===== src/rtl/sdh_pkg.sv =====
// Shared constants, state type and CRC7 helpers for the SD command engine.
// Assumes MSB-first serialisation and the CRC7 polynomial x^7+x^3+1.
package sdh_pkg;
    localparam int FRAME_BITS = 48;
    localparam logic [1:0] RT_NONE = 2'b00;
    localparam logic [1:0] RT_LONG = 2'b01;

    typedef enum logic [2:0] {ST_IDLE, ST_TX, ST_GAP, ST_WAIT, ST_RX} sdh_state_t;

    // Advance a CRC7 register by one input bit.
    function automatic logic [6:0] crc7_step(input logic [6:0] c, input logic b);
        logic fb;
        fb = b ^ c[6];
        return {c[5:0], 1'b0} ^ (fb ? 7'h09 : 7'h00);
    endfunction

    // CRC7 over the 40 leading bits of a command frame.
    function automatic logic [6:0] crc7_of40(input logic [39:0] d);
        logic [6:0] c;
        c = '0;
        for (int i = 39; i >= 0; i--) c = crc7_step(c, d[i]);
        return c;
    endfunction
endpackage


===== src/rtl/sdh_clkgen.sv =====
// SD clock divider: produces sd_clk with period 2*(div+1) system clocks and
// one-cycle strobes marking the system edge on which sd_clk rises or falls.
// Assumes hold parks the clock low and restarts the count from zero.
module sdh_clkgen #(
    parameter int DIV_W = 8
) (
    input  logic             clk,
    input  logic             rst_n,
    input  logic             hold,
    input  logic [DIV_W-1:0] div,
    output logic             sd_clk,
    output logic             rise_stb,
    output logic             fall_stb
);
    logic [DIV_W-1:0] cnt_q;
    logic             tick;

    assign tick     = !hold && (cnt_q >= div);
    assign rise_stb = tick && !sd_clk;
    assign fall_stb = tick && sd_clk;

    // Count system clocks and toggle the SD clock at each terminal count.
    always_ff @(posedge clk) begin
        if (!rst_n || hold) begin
            cnt_q  <= '0;
            sd_clk <= 1'b0;
        end else if (tick) begin
            cnt_q  <= '0;
            sd_clk <= !sd_clk;
        end else begin
            cnt_q <= cnt_q + 1'b1;
        end
    end
endmodule


===== src/rtl/sdh_cmd_fsm.sv =====
// Command sequencer: serialises the 48-bit frame on falling SD edges, then
// waits for, receives and checks the reply on rising SD edges. done pulses
// for one cycle with err = {index, crc, timeout}. Assumes the card releases
// the line high and that start arrives only while idle.
module sdh_cmd_fsm import sdh_pkg::*; #(
    parameter int TMO_W = 16
) (
    input  logic             clk,
    input  logic             rst_n,
    input  logic             hold,
    input  logic             start,
    input  logic [5:0]       cmd_idx,
    input  logic [1:0]       rtype,
    input  logic [1:0]       wsel,
    input  logic             crc_en,
    input  logic             idx_en,
    input  logic [31:0]      arg,
    input  logic [TMO_W-1:0] tmo,
    input  logic             rise_stb,
    input  logic             fall_stb,
    input  logic             cmd_in,
    output logic             cmd_out,
    output logic             cmd_oe,
    output logic             busy,
    output logic             done,
    output logic [2:0]       err,
    output logic [31:0]      resp
);
    sdh_state_t       st;
    logic [FRAME_BITS-1:0] sh_tx;
    logic [7:0]       bitcnt, pos, lo, crc_hi;
    logic [TMO_W-1:0] tmo_cnt;
    logic [31:0]      rx_sh;
    logic [6:0]       crc_q, crc_rx;
    logic [5:0]       idx_q, idx_rx;
    logic [1:0]       wsel_q;
    logic             none_q, long_q, crc_en_q, idx_en_q;

    assign busy = (st != ST_IDLE) || done;

    // Position of the incoming bit, slice start and last CRC-covered bit.
    always_comb begin
        pos    = (long_q ? 8'd135 : 8'd47) - bitcnt;
        lo     = long_q ? (8'd96 - {1'b0, wsel_q, 5'd0}) : 8'd8;
        crc_hi = long_q ? 8'd127 : 8'd46;
    end

    // Main sequence: transmit, gap/wait, receive, report.
    always_ff @(posedge clk) begin
        if (!rst_n || hold) begin
            st <= ST_IDLE; cmd_out <= 1'b1; cmd_oe <= 1'b0; done <= 1'b0;
            err <= '0; bitcnt <= '0; tmo_cnt <= '0; resp <= '0; sh_tx <= '0;
            rx_sh <= '0; crc_q <= '0; crc_rx <= '0; idx_q <= '0; idx_rx <= '0;
            wsel_q <= '0; none_q <= 1'b0; long_q <= 1'b0;
            crc_en_q <= 1'b0; idx_en_q <= 1'b0;
        end else begin
            done <= 1'b0;
            case (st)
                ST_IDLE: if (start) begin
                    st       <= ST_TX;
                    bitcnt   <= '0;
                    sh_tx    <= {2'b01, cmd_idx, arg, crc7_of40({2'b01, cmd_idx, arg}), 1'b1};
                    idx_q    <= cmd_idx;
                    wsel_q   <= wsel;
                    none_q   <= (rtype == RT_NONE);
                    long_q   <= (rtype == RT_LONG);
                    crc_en_q <= crc_en;
                    idx_en_q <= idx_en;
                end
                ST_TX: if (fall_stb) begin
                    if (bitcnt == 8'(FRAME_BITS)) begin
                        cmd_oe  <= 1'b0;
                        cmd_out <= 1'b1;
                        bitcnt  <= '0;
                        tmo_cnt <= '0;
                        st      <= none_q ? ST_GAP : ST_WAIT;
                    end else begin
                        cmd_oe  <= 1'b1;
                        cmd_out <= sh_tx[FRAME_BITS-1];
                        sh_tx   <= {sh_tx[FRAME_BITS-2:0], 1'b0};
                        bitcnt  <= bitcnt + 1'b1;
                    end
                end
                ST_GAP: if (rise_stb) begin
                    if (bitcnt == 8'd1) begin
                        st <= ST_IDLE; done <= 1'b1; err <= 3'b000;
                    end else begin
                        bitcnt <= bitcnt + 1'b1;
                    end
                end
                ST_WAIT: if (rise_stb) begin
                    if (!cmd_in) begin
                        st     <= ST_RX;
                        bitcnt <= 8'd1;
                        crc_q  <= long_q ? 7'd0 : crc7_step(7'd0, 1'b0);
                    end else if (tmo_cnt == tmo) begin
                        st <= ST_IDLE; done <= 1'b1; err <= 3'b001;
                    end else begin
                        tmo_cnt <= tmo_cnt + 1'b1;
                    end
                end
                ST_RX: if (rise_stb) begin
                    rx_sh  <= {rx_sh[30:0], cmd_in};
                    bitcnt <= bitcnt + 1'b1;
                    if (pos >= 8'd8 && pos <= crc_hi) crc_q <= crc7_step(crc_q, cmd_in);
                    if (pos == lo)     resp   <= {rx_sh[30:0], cmd_in};
                    if (pos == 8'd40)  idx_rx <= {rx_sh[4:0], cmd_in};
                    if (pos == 8'd1)   crc_rx <= {rx_sh[5:0], cmd_in};
                    if (pos == 8'd0) begin
                        st   <= ST_IDLE;
                        done <= 1'b1;
                        err  <= {idx_en_q && !long_q && (idx_rx != idx_q),
                                 crc_en_q && (crc_rx != crc_q), 1'b0};
                    end
                end
                default: st <= ST_IDLE;
            endcase
        end
    end

    // the line moves only on the system edge where the SD clock falls.
    assert_cmd_on_fall_R4: assert property (@(posedge clk) disable iff (!rst_n)
        !$stable(cmd_out) |-> ($past(fall_stb) || $past(hold)));

    // the line is never driven unless a command is in progress.
    assert_drive_busy_R6: assert property (@(posedge clk) disable iff (!rst_n)
        cmd_oe |-> busy);
endmodule


===== src/rtl/sd_cmd_host.sv =====
// SD command-line host: register file, status logic and the bus-side launch.
// Register offsets: 0x00 argument (write launches), 0x04 command word,
// 0x08 card status, 0x0C response, 0x28 software reset, 0x2C timeout,
// 0x30 normal status, 0x34 error status, 0x4C clock divider.
// Assumes single-cycle writes and a combinational read port.
module sd_cmd_host #(
    parameter int DIV_W = 8,
    parameter int TMO_W = 16
) (
    input  logic        clk,
    input  logic        rst_n,
    input  logic        bus_wr,
    input  logic [7:0]  bus_addr,
    input  logic [31:0] bus_wdata,
    output logic [31:0] bus_rdata,
    output logic        sd_clk,
    output logic        sd_cmd_o,
    output logic        sd_cmd_oe,
    input  logic        sd_cmd_i
);
    localparam logic [7:0] A_ARG = 8'h00, A_CMD = 8'h04, A_CST = 8'h08,
                           A_RSP = 8'h0C, A_SRS = 8'h28, A_TMO = 8'h2C,
                           A_NST = 8'h30, A_EST = 8'h34, A_DIV = 8'h4C;

    logic [31:0]      arg_q, resp;
    logic [13:0]      cmd_q;
    logic [TMO_W-1:0] tmo_q;
    logic [DIV_W-1:0] div_q;
    logic             srst_q, busy, done, start, rise_stb, fall_stb;
    logic [2:0]       err;
    logic [15:0]      nstat_q, nstat_d;
    logic [3:0]       estat_q, estat_d;

    assign start = bus_wr && (bus_addr == A_ARG) && !srst_q && !busy;

    // Software-visible configuration registers.
    always_ff @(posedge clk) begin
        if (!rst_n) begin
            arg_q <= '0; cmd_q <= '0; tmo_q <= '1; div_q <= '0; srst_q <= 1'b0;
        end else if (bus_wr) begin
            case (bus_addr)
                A_ARG: arg_q  <= bus_wdata;
                A_CMD: cmd_q  <= bus_wdata[13:0];
                A_TMO: tmo_q  <= bus_wdata[TMO_W-1:0];
                A_DIV: div_q  <= bus_wdata[DIV_W-1:0];
                A_SRS: srst_q <= bus_wdata[0];
                default: ;
            endcase
        end
    end

    // Status next state: a clear write first, then engine sets on top.
    always_comb begin
        nstat_d = (bus_wr && bus_addr == A_NST) ? '0 : nstat_q;
        estat_d = (bus_wr && bus_addr == A_EST) ? '0 : estat_q;
        if (done) begin
            if (|err) nstat_d[15] = 1'b1;
            else      nstat_d[0]  = 1'b1;
            estat_d = estat_d | {err[2], 1'b0, err[1], err[0]};
        end
    end

    // Status registers, cleared by either reset.
    always_ff @(posedge clk) begin
        if (!rst_n || srst_q) begin
            nstat_q <= '0; estat_q <= '0;
        end else begin
            nstat_q <= nstat_d; estat_q <= estat_d;
        end
    end

    // Read multiplexer.
    always_comb begin
        case (bus_addr)
            A_ARG:   bus_rdata = arg_q;
            A_CMD:   bus_rdata = {18'd0, cmd_q};
            A_CST:   bus_rdata = {31'd0, busy};
            A_RSP:   bus_rdata = resp;
            A_SRS:   bus_rdata = {31'd0, srst_q};
            A_TMO:   bus_rdata = 32'(tmo_q);
            A_NST:   bus_rdata = {16'd0, nstat_q};
            A_EST:   bus_rdata = {28'd0, estat_q};
            A_DIV:   bus_rdata = 32'(div_q);
            default: bus_rdata = '0;
        endcase
    end

    sdh_clkgen #(.DIV_W(DIV_W)) u_clk (
        .clk(clk), .rst_n(rst_n), .hold(srst_q), .div(div_q),
        .sd_clk(sd_clk), .rise_stb(rise_stb), .fall_stb(fall_stb)
    );

    sdh_cmd_fsm #(.TMO_W(TMO_W)) u_fsm (
        .clk(clk), .rst_n(rst_n), .hold(srst_q), .start(start),
        .cmd_idx(cmd_q[13:8]), .rtype(cmd_q[1:0]), .wsel(cmd_q[7:6]),
        .crc_en(cmd_q[3]), .idx_en(cmd_q[4]), .arg(bus_wdata), .tmo(tmo_q),
        .rise_stb(rise_stb), .fall_stb(fall_stb), .cmd_in(sd_cmd_i),
        .cmd_out(sd_cmd_o), .cmd_oe(sd_cmd_oe), .busy(busy), .done(done),
        .err(err), .resp(resp)
    );

    // completion appears only at the end of an active command.
    assert_done_after_busy_R7: assert property (@(posedge clk) disable iff (!rst_n)
        $rose(nstat_q[0]) |-> $past(busy));

    // a held software reset keeps the engine idle.
    assert_hold_idle_R14: assert property (@(posedge clk) disable iff (!rst_n)
        srst_q |=> !busy);
endmodule


===== config.mk =====
export PLATFORM = sky130hd
export DESIGN_NAME = sd_cmd_host
export DESIGN_NICKNAME = d
export VERILOG_FILES = /design/src/rtl/sdh_pkg.sv /design/src/rtl/sdh_clkgen.sv /design/src/rtl/sdh_cmd_fsm.sv /design/src/rtl/sd_cmd_host.sv
export SDC_FILE = /design/constraint.sdc
export NUM_CORES = 1
export LEC_CHECK = 0
export BUFFER_PORTS_ARGS = -buffer_cell sky130_fd_sc_hd__buf_2
export CORE_MARGIN = 1
export CORE_UTILIZATION = 26
export CTS_BUF_LIST = sky130_fd_sc_hd__clkbuf_4 sky130_fd_sc_hd__clkbuf_8 sky130_fd_sc_hd__clkbuf_16
export DETAILED_ROUTE_END_ITERATION = 8
export GPL_TIMING_DRIVEN = 0
export PLACE_DENSITY_LB_ADDON = 0.05
export SYNTH_ARGS = -nofsm -noshare
export SYNTH_HDL_FRONTEND = slang
export SYNTH_SLANG_ARGS = --single-unit

===== constraint.sdc =====
create_clock -name clk -period 4 [get_ports clk]
set_clock_uncertainty 0.1 [all_clocks]
set_input_delay 0.2 -clock clk [delete_from_list [all_inputs] [get_ports clk]]
set_output_delay 0.2 -clock clk [all_outputs]
set_load 0.02 [all_outputs]

==> flow_summary.toml, run 1 <==
[final_layout]
instances_no_fill = 2289
n_fill_cell = 5141
final_area_mm2 = 0.0151
syn2layout_area_growth_pct = 20.3
seqCellArea_mm2 = 0.00523
fin_util_pct = 31.7
fin_nets = 1716
post_route_cells_drive_above_1_share_pct = 11.1
multi_input_area_mm2 = 0.00679

[placement]
placed_area_mm2 = 0.0137
placed_cells = 2203
gp_congestion = 0.807
pre_cts_ws_ps = 168
hpwl_um = 34300
portBuffers = 72

[clock_network]
cts_buffers = 35
cts_buffer_depth = 3
cts_tree = "yes"
clockRootBuffer = "clkbuf_16"
clkLatencyLatePin_ps = 550
htreeDepth = 2
cts.sinks = 261
cts.clk_slew.worst_paths_ps = 60
postCtsSetupBuffers = 0

[logic_synthesis]
synth_area_leader_cell = "dfxtp_1"
synth_fa_ha_area_share_pct = 2.00
synth_compound_area_share_pct = 14.7
async_flop_share_pct = 0
synthesis.nets = 1580
synth_mux_area_share_pct = 4.32
synth_top_family_by_area = "simple AND/OR/NAND/NOR gates"
synth-seq-cells = 261
synth_xor_area_share_pct = 9.85
yosysSeqAreaShare_pct = 41.7
synth_warnings = 0
syn-cell-area_mm2 = 0.0125
synth.area.top_cells = "dfxtp_1 42%, nand2_1 11%, mux2i_1 4.2%, nand3_1 4.0%, xnor2_1 3.8%"
syn_avg_cell_area_um2 = 8.27
synth_cells = 1516
yosysUniqueCellTypes = 63
synth_top_flop_cell = "dfxtp_1"
yosys.area_share.simple_pct = 23.2
synth.top_cell.area_share_pct = 41.7
synth-edff-count = 0

[power]
pwr-share-clk_pct = 49.9
switching_share_pct = 25.2
power_frac_comb_pct = 9.6
switching_power_mw = 1.62
fin_total_pwr_mw = 6.42
power.leakage_nw = 5.58
seq_power_share_pct = 40.6
powerDensity_mw_per_mm2 = 426
power.internal_mw = 4.81
vdd_drop_max_uv = 246

[floorplanning]
rows = 80
dieHeight_um = 222
die_w_um = 222
io-pin-count = 79
start_util_pct = 26.3
fp.dieArea_mm2 = 0.0491
core_mm2 = 0.0476

[critical_path]
endpoint_kind = "register"
crit_required_ps = 4300
r2r_cells = 12
regToRegSetupSlack_ps = 320
cp.arrival_ps = 3980
cp_max_fo = 7
r2r_start = "u_fsm.long_q"
critPathKind = "reg -> reg"
worstSetupStartpointType = "register"
reg2reg_to = "u_fsm.crc_q[6]"

[timing]
finalHoldViolCount = 0
max_freq_mhz = 272
setup_slack_ps = 318
setup_viol = 0
period_needed_ps = 3680
rsz0062_at_grt = "no"
timing.hold.ws_ps = 50.9
worst_slew_pin_slew_ps = 1210
fin_crit_sh_pct = 92.1
maxSlewViolCount = 0
fin_setup_tns_ps = 0
timing.slew.headroom_pct = 18.4

[hold_path]
whs_path_depth = 3
min_from = "bus_wdata[10]"
hold_path_end = "arg_q[10]"
worst_hold_path_type = "in -> reg"

[grt]
grt_pass1_vias = 10800
grtUsageTotal_pct = 18.8
grt_max_degree = 12
grt_first_pass_wirelength_um = 69200
overflow = 0
antenna_found_initial = 1

[routing]
totalWireLength_um = 46400
via_per_inst = 4.82
vias = 11000
drtIter0Drc = 884
wire_per_inst_um = 20.3
dr.pass1.iters = 7
final_antenna_net_count = 0
drc = 0

[flow_run]
max-cap-violations = 0

[status]
status = "complete, no violations"
cell usage in the layout, fill, tap and decap left out, types with 27 or more instances in the layout:
| cell type | Yosys | layout |
|---|---|---|
| buf_2 | 8 | 80 |
| a21boi_0 | 55 | 55 |
| dlygate4sd3_1 | 0 | 27 |
| dfxtp_1 | 261 | 261 |
| clkbuf_16 | 0 | 35 |
| clkbuf_1 | 85 | 85 |
| nor2_1 | 117 | 117 |
| a31oi_1 | 48 | 48 |
| nand2_1 | 351 | 351 |
| nand3_1 | 100 | 100 |
| xnor2_1 | 55 | 55 |
| a21oi_1 | 57 | 57 |
| mux2i_1 | 53 | 53 |
| xor2_1 | 55 | 55 |
power groups by stage:
stage,Clock [mW],Sequential (mW),Combinational (mW)
6_report,3.20,2.61,0.615
5_1_grt,3.39,2.60,0.663
4_1_cts,3.29,2.61,0.621
3_5_place_dp,0,2.66,0.601
3_3_place_gp,0,2.66,0.598
2_1_floorplan,0,2.66,0.432
registers in the layout, indices dropped and copies added, names as in the netlist, 6 cells and up:
signal	cells
u_fsm.sh_tx	48
div_q	8
u_fsm.tmo_cnt	16
u_fsm.idx_rx	6
cmd_q	14
u_clk.cnt_q	8
u_fsm.crc_rx	7
u_fsm.rx_sh	31
u_fsm.idx_q	6
arg_q	32
u_fsm.crc_q	7
u_fsm.bitcnt	8
u_fsm.resp	32
tmo_q	16
worst max-delay path by stage:
stage,cells past startpoint,slack (ps),to,start
2_1_floorplan,12,860,u_fsm.crc_q[1],u_fsm.long_q
3_3_place_gp,10,190,u_fsm.sh_tx[34],u_fsm.st[0]
3_5_place_dp,10,170,u_fsm.sh_tx[30],u_fsm.st[0]
4_1_cts,10,150,u_fsm.sh_tx[30],u_fsm.st[0]
5_1_grt,12,20,u_fsm.sh_tx[45],u_clk.cnt_q[0]
6_report,12,320,u_fsm.crc_q[6],u_fsm.long_q
kinds of logic (layout without fill, tap and decap cells):
family | count (synthesis) | count (layout)
buf+inv | 124 | 281
mux | 54 | 54
simple gates | 665 | 665
compound gates | 266 | 266
xor+xnor | 126 | 126
flops | 261 | 261
other cells | 0 | 1
fa+ha+maj | 20 | 20
worst max-delay path, cell delays in order, from the launching register on:
cell and delay, ps:
dfxtp_1 480, ha_1 190, inv_1 50, ha_1 320, ha_1 280, or4b_2 610
o21bai_1 160, a21oi_1 90, a21o_1 150, a31oi_1 560, nor2_1 270, a31oi_1 240
nor2_1 50
cell type report:
cell class | count | share of cell area, %
antenna | 1 | 0.0166
buffer | 103 | 2.99
clock buffer | 47 | 6.61
clock inverter | 11 | 0.954
inverter | 21 | 0.522
multi-input combinational | 1131 | 45.0
sequential | 261 | 34.6
tap | 615 | 5.10
timing repair buffer | 99 | 4.18
Yosys cell counts, types with 8 or more instances:
library cell / instances
mux2i_1: 53
clkbuf_1: 85
nor2_1: 117
nor4_1: 9
o21a_1: 9
a22o_1: 17
a22oi_1: 20
inv_1: 20
dfxtp_1: 261
a31oi_1: 48
nand3_1: 100
and3_1: 13
ha_1: 20
nand2_1: 351
o21ai_0: 19
xor2_1: 55
a21boi_0: 55
nand2b_1: 9
nand4_1: 9
nor3_1: 16
xnor2_1: 55
or3_1: 8
xnor2_2: 13
a21oi_1: 57
a222oi_1: 8
buf_2: 8
layer usage:
| metal | track usage [%] | vias to the layer above | part of all wire (%) |
|---|---|---|---|
| li1 | - | 5460 | - |
| met1 | 25.4 | 5294 | 47 |
| met2 | 30.8 | 225 | 46 |
| met3 | 2.52 | 60 | 3.9 |
| met4 | 6.03 | 0 | 2.4 |
| met5 | 0 | - | 0 |
timing repair:
| item | CTS | global route |
|---|---|---|
| setup endpoints to repair | 0 | 5 |
| hold buffers | 27 | 0 |
| resized for setup | 0 | 1 |
| hold endpoints to repair | 78 | 0 |
Note: power is estimated with default switching activity, not from simulation.
==> run 2, diff against run 1 <==
--- a/config.mk
+++ b/config.mk
@@ -7,11 +7,11 @@
 export LEC_CHECK = 0
 export BUFFER_PORTS_ARGS = -buffer_cell sky130_fd_sc_hd__buf_2
 export CORE_MARGIN = 1
-export CORE_UTILIZATION = 26
+export CORE_UTILIZATION = 55
 export CTS_BUF_LIST = sky130_fd_sc_hd__clkbuf_4 sky130_fd_sc_hd__clkbuf_8 sky130_fd_sc_hd__clkbuf_16
 export DETAILED_ROUTE_END_ITERATION = 8
 export GPL_TIMING_DRIVEN = 0
-export PLACE_DENSITY_LB_ADDON = 0.05
+export PLACE_DENSITY = 0.73
 export SYNTH_ARGS = -nofsm -noshare
 export SYNTH_HDL_FRONTEND = slang
 export SYNTH_SLANG_ARGS = --single-unit
==> run 2 against run 1 <==
Sequential share of layout area grew 1.6 points. Via count grew 2.4%. Sequential cell count is the same. Combinational power shrank 4.1%. Setup slack gained 110 ps. Critical path type unchanged. Fmax grew 3.2%. Non-clock buffer count grew 3. Core utilization grew 34 points. Routed wire length shrank 22%.
==> flow_summary.toml, run 2 (same netlist as run 1, synthesis figures left out) <==
[floorplanning]
dieHeight_um = 153
die_w_um = 153
io-pin-count = 79
rows = 54
core_mm2 = 0.0221
start_util_pct = 56.7
fp.dieArea_mm2 = 0.0234

[placement]
portBuffers = 72
hpwl_um = 26400
gp_congestion = 0.915
placed_cells = 1869

[final_layout]
top_regs = "u_fsm.sh_tx x48, arg_q x32, u_fsm.resp x32"
mostFrequentLayoutCell = "nand2_1"
syn2layout_area_growth_pct = 15.0
regMostFlops = "u_fsm.sh_tx"
largest_reg_flops = 48
antenna_cells = 0
fin_nets = 1712
instances_no_fill = 1947
layout_common_cells = "351 x nand2_1, 261 x dfxtp_1, 117 x nor2_1"
post_route_cells_drive_above_1_share_pct = 10.7

[power]
vdd_drop_max_uv = 396
switching_share_pct = 24.7
switching_power_mw = 1.40
powerDensity_mw_per_mm2 = 392
seq_power_share_pct = 46.0
pwr-share-clk_pct = 43.5
power.internal_mw = 4.26
power_frac_comb_pct = 10.4
power.leakage_nw = 5.46

[clock_network]
htreeDepth = 1
postCtsSetupBuffers = 0
cts.sinks = 261
clkLatencyLatePin_ps = 550
clockRootBuffer = "clkbuf_16"
cts_buffer_depth = 3
cts_tree = "yes"
cts.clk_slew.worst_paths_ps = 70
cts_buffers = 28

[routing]
wl_met2_um = 16300
wl_met3_um = 2580
met1_length_um = 15400
dr.pass1.iters = 5
via_per_inst = 5.81
drtIter0Drc = 1006
top_layer = "met4"
vias = 11300
wire_per_inst_um = 18.5
totalWireLength_um = 36000
drc = 0
final_antenna_net_count = 0

[timing]
period_needed_ps = 3570
fin_setup_tns_ps = 0
max_freq_mhz = 280
timing.slew.headroom_pct = 31.8
setup_viol = 0
fin_crit_sh_pct = 89.2
worst_slew_pin_slew_ps = 1010
finalHoldViolCount = 0
rsz0062_at_grt = "no"
maxSlewViolCount = 0

[grt]
antenna_found_initial = 0
overflow = 0
grt_pass1_vias = 10600
grtUsageTotal_pct = 30.6
grt_first_pass_wirelength_um = 56600
grt_max_degree = 15

[critical_path]
max_stage_delay_ps = 630
crit_required_ps = 4370
cp.arrival_ps = 3940
cp_max_fo = 10
endpoint_kind = "register"
critical_path_buf_inv_count = 4
worstSetupStartpointType = "register"
critPathSlowestCell = "nor3_2"
worstPathCellList = "buf_2 > inv_1 > nor3_2 > nand2_1 > or3_1 > o22ai_1 > buf_2 > buf_2 > nand3_1 > a31oi_1"
critPathKind = "reg -> reg"
path_common_cell = "buf_2"
cpLargestDelayFamily = "simple AND/OR/NAND/NOR gates"

[hold_path]
worst_hold_path_type = "in -> reg"

[status]
status = "complete, no violations"

[flow_run]
max-cap-violations = 0
## run 2: worst paths after layout
kind	start	end	cells after the start	slack, ps
max	u_fsm.st[0]	u_fsm.sh_tx[34]	10	430
min	sd_cmd_i	u_fsm.rx_sh[0]	3	30
max reg2reg	u_fsm.st[0]	u_fsm.sh_tx[34]	10	430
min reg2reg	u_fsm.idx_en_q	u_fsm.idx_en_q	2	360
## run 2: per-stage QoR
stage | power [mW] | utilization [%] | hold slack, ps | setup WS [ps] | instance area [µm²]
6_report | 5.66 | 65.2 | 28.4 | 433 | 14400
5_1_grt | 5.82 | 65.2 | 55.7 | 78.6 | 14400
4_1_cts | 5.67 | 65.2 | 20.3 | 462 | 14400
3_5_place_dp | 3.23 | 60.0 | 354 | 469 | 13300
3_3_place_gp | 3.22 | 60.0 | 342 | 486 | 13200
2_1_floorplan | 3.09 | - | 224 | 856 | 12500
## run 2: tightest hold or removal path, delay by kind of cell
kind | cells | cell delay [ps]
compound gates | 1 | 60
simple gates | 1 | 130
buf+inv | 1 | 240
## run 2: metal layers
metal,GRT usage (%),vias up
met5,0,-
li1,-,5453
met4,14.5,0
met2,49.2,454
met1,40.7,5294
met3,4.42,103
## run 2: cell type report
type,instances,area [µm²]
fill,1897,7680
multi-input combinational,1131,6780
sequential,261,5230
clock buffer,38,795
timing repair buffer,102,656
buffer,103,452
tap,280,350
inverter,21,78.8
clock inverter,11,75.1
## run 2: power by group through the flow
stage | clock (mW) | combinational, mW | sequential (mW)
3_5_place_dp | 0 | 0.565 | 2.66
3_3_place_gp | 0 | 0.554 | 2.66
5_1_grt | 2.59 | 0.628 | 2.60
6_report | 2.46 | 0.590 | 2.60
4_1_cts | 2.48 | 0.588 | 2.60
2_1_floorplan | 0 | 0.432 | 2.66
## run 2: timing repair
action | 4_1_cts | 5_1_grt
hold buffers | 29 | 0
gates resized for setup | 0 | 0
endpoints found under the setup margin | 0 | 0
hold endpoints to repair | 83 | 0
==> run 3, diff against run 2 <==
--- a/config.mk
+++ b/config.mk
@@ -12,6 +12,7 @@
 export DETAILED_ROUTE_END_ITERATION = 8
 export GPL_TIMING_DRIVEN = 0
 export PLACE_DENSITY = 0.73
+export RECOVER_POWER = 50
 export SYNTH_ARGS = -nofsm -noshare
 export SYNTH_HDL_FRONTEND = slang
 export SYNTH_SLANG_ARGS = --single-unit
==> run 3 against run 2 <==
Total power barely moved. Routed wire length grew 0.46%. Clock power about the same. Cell count stayed put. Count of clock-buffer cells in the layout is the same. Critical endpoint is now u_fsm.sh_tx[45]. Largest power group unchanged. Highest routed layer unchanged.
==> flow_summary.toml, run 3 (same netlist as run 1, synthesis figures left out) <==
[critical_path]
path_common_cell = "buf_2"
crit_required_ps = 4370
critPathKind = "reg -> reg"
cp_max_fo = 10
r2r_start = "u_fsm.st[0]"
worstPathCellList = "buf_2 > inv_1 > nor3_2 > nand2_1 > or3_1 > o22ai_1 > buf_2 > buf_2 > nand3_1 > a31oi_1"
worstSetupStartpointType = "register"
reg2reg_to = "u_fsm.sh_tx[45]"
cpLargestDelayFamily = "simple AND/OR/NAND/NOR gates"
max_stage_delay_ps = 670
critical_path_buf_inv_count = 4
r2r_cells = 10
cp.arrival_ps = 4020
regToRegSetupSlack_ps = 360
endpoint_kind = "register"
critPathSlowestCell = "nor3_2"

[routing]
drtIter0Drc = 978
dr.pass1.iters = 6
via_per_inst = 5.80
wire_per_inst_um = 18.6
drc = 0
final_antenna_net_count = 0
vias = 11300
totalWireLength_um = 36200

[timing]
setup_viol = 0
finalHoldViolCount = 0
max_freq_mhz = 275
timing.slew.headroom_pct = 33.1
worst_slew_pin_slew_ps = 1000
fin_crit_sh_pct = 91.1
fin_setup_tns_ps = 0
period_needed_ps = 3640
rsz0062_at_grt = "no"
maxSlewViolCount = 0

[final_layout]
fin_nets = 1712
regMostFlops = "u_fsm.sh_tx"
top_regs = "u_fsm.sh_tx x48, arg_q x32, u_fsm.resp x32"
largest_reg_flops = 48
final_area_mm2 = 0.0144
post_route_cells_drive_above_1_share_pct = 9.54
syn2layout_area_growth_pct = 14.7
layout_common_cells = "351 x nand2_1, 261 x dfxtp_1, 117 x nor2_1"
mostFrequentLayoutCell = "nand2_1"
antenna_cells = 0

[grt]
grt_pass1_vias = 10600
overflow = 0
grt_first_pass_wirelength_um = 56600
antenna_found_initial = 0
grt_max_degree = 15
grtUsageTotal_pct = 30.6

[clock_network]
clockRootBuffer = "clkbuf_16"
postCtsSetupBuffers = 0
cts_tree = "yes"
cts_buffers = 28
cts.clk_slew.worst_paths_ps = 60
cts.sinks = 261
clkLatencyLatePin_ps = 550
htreeDepth = 1
cts_buffer_depth = 3
post_cts_resized = 0

[floorplanning]
rows = 54
io-pin-count = 79
die_w_um = 153
start_util_pct = 56.7
dieHeight_um = 153
fp.dieArea_mm2 = 0.0234
core_mm2 = 0.0221

[placement]
placed_area_mm2 = 0.0133
gp_congestion = 0.915
hpwl_um = 26400
portBuffers = 72

[hold_path]
min_from = "bus_wdata[7]"
hold_path_end = "arg_q[7]"
worst_hold_path_type = "in -> reg"
whs_path_depth = 3

[power]
fin_total_pwr_mw = 5.66
powerDensity_mw_per_mm2 = 394
power.leakage_nw = 5.38
vdd_drop_max_uv = 397

[flow_run]
max-cap-violations = 0

[status]
status = "complete, no violations"
[run 3: where the power goes]
part           switching [mW]  internal (mW)  total (mW)
registers             0.00270           2.60        2.60
clock network            1.07           1.39        2.46
logic                   0.328          0.264       0.592
[run 3: stage by stage]
step / utilization [%] / hold WS [ps] / instances / setup WS (ps)
after floorplan: - / 224 / 1516 / 856
after global placement: 60.0 / 342 / 1868 / 486
after detailed placement: 60.0 / 354 / 1869 / 469
after CTS: 65.2 / 20.3 / 1947 / 462
after global routing: 65.1 / 55.7 / 1947 / 78.6
final: 65.1 / 28.3 / 1947 / 358
[run 3: area by class of cell]
class                           instances  area (µm²)
Buffer                                103         450
Tap cell                              280         350
Clock buffer                           38         795
Fill cell                            1910        7720
Multi-Input combinational cell       1131        6760
Inverter                               21        78.8
Clock inverter                         11        75.1
Timing Repair Buffer                  102         637
Sequential cell                       261        5230
[run 3: metal layers]
layer	GRT usage, %	vias up	share of wire (%)
met2	49.2	430	45
met3	4.42	94	6.7
met4	14.5	0	4.6
li1	-	5438	-
met5	0	-	0
met1	40.7	5336	43
[run 3: worst max-delay path by stage]
| stage | cells after the start | start | slack, ps | endpoint |
|---|---|---|---|---|
| after floorplan | 12 | u_fsm.long_q | 860 | u_fsm.crc_q[1] |
| final | 10 | u_fsm.st[0] | 360 | u_fsm.sh_tx[45] |
| after global routing | 12 | u_fsm.long_q | 80 | u_fsm.crc_q[0] |
| after global placement | 12 | u_fsm.long_q | 490 | u_fsm.crc_q[6] |
| after CTS | 12 | u_fsm.long_q | 460 | u_fsm.crc_q[0] |
| after detailed placement | 12 | u_fsm.long_q | 470 | u_fsm.crc_q[0] |
[run 3: tightest hold or removal path: stages]
cell and delay (ps):
clkbuf_1 240, nand2_1 120, a21boi_0 70
[run 3: timing repair]
action | CTS | global route
endpoints found under the hold margin | 83 | 0
endpoints found under the setup margin | 0 | 0
hold buffers | 29 | 0
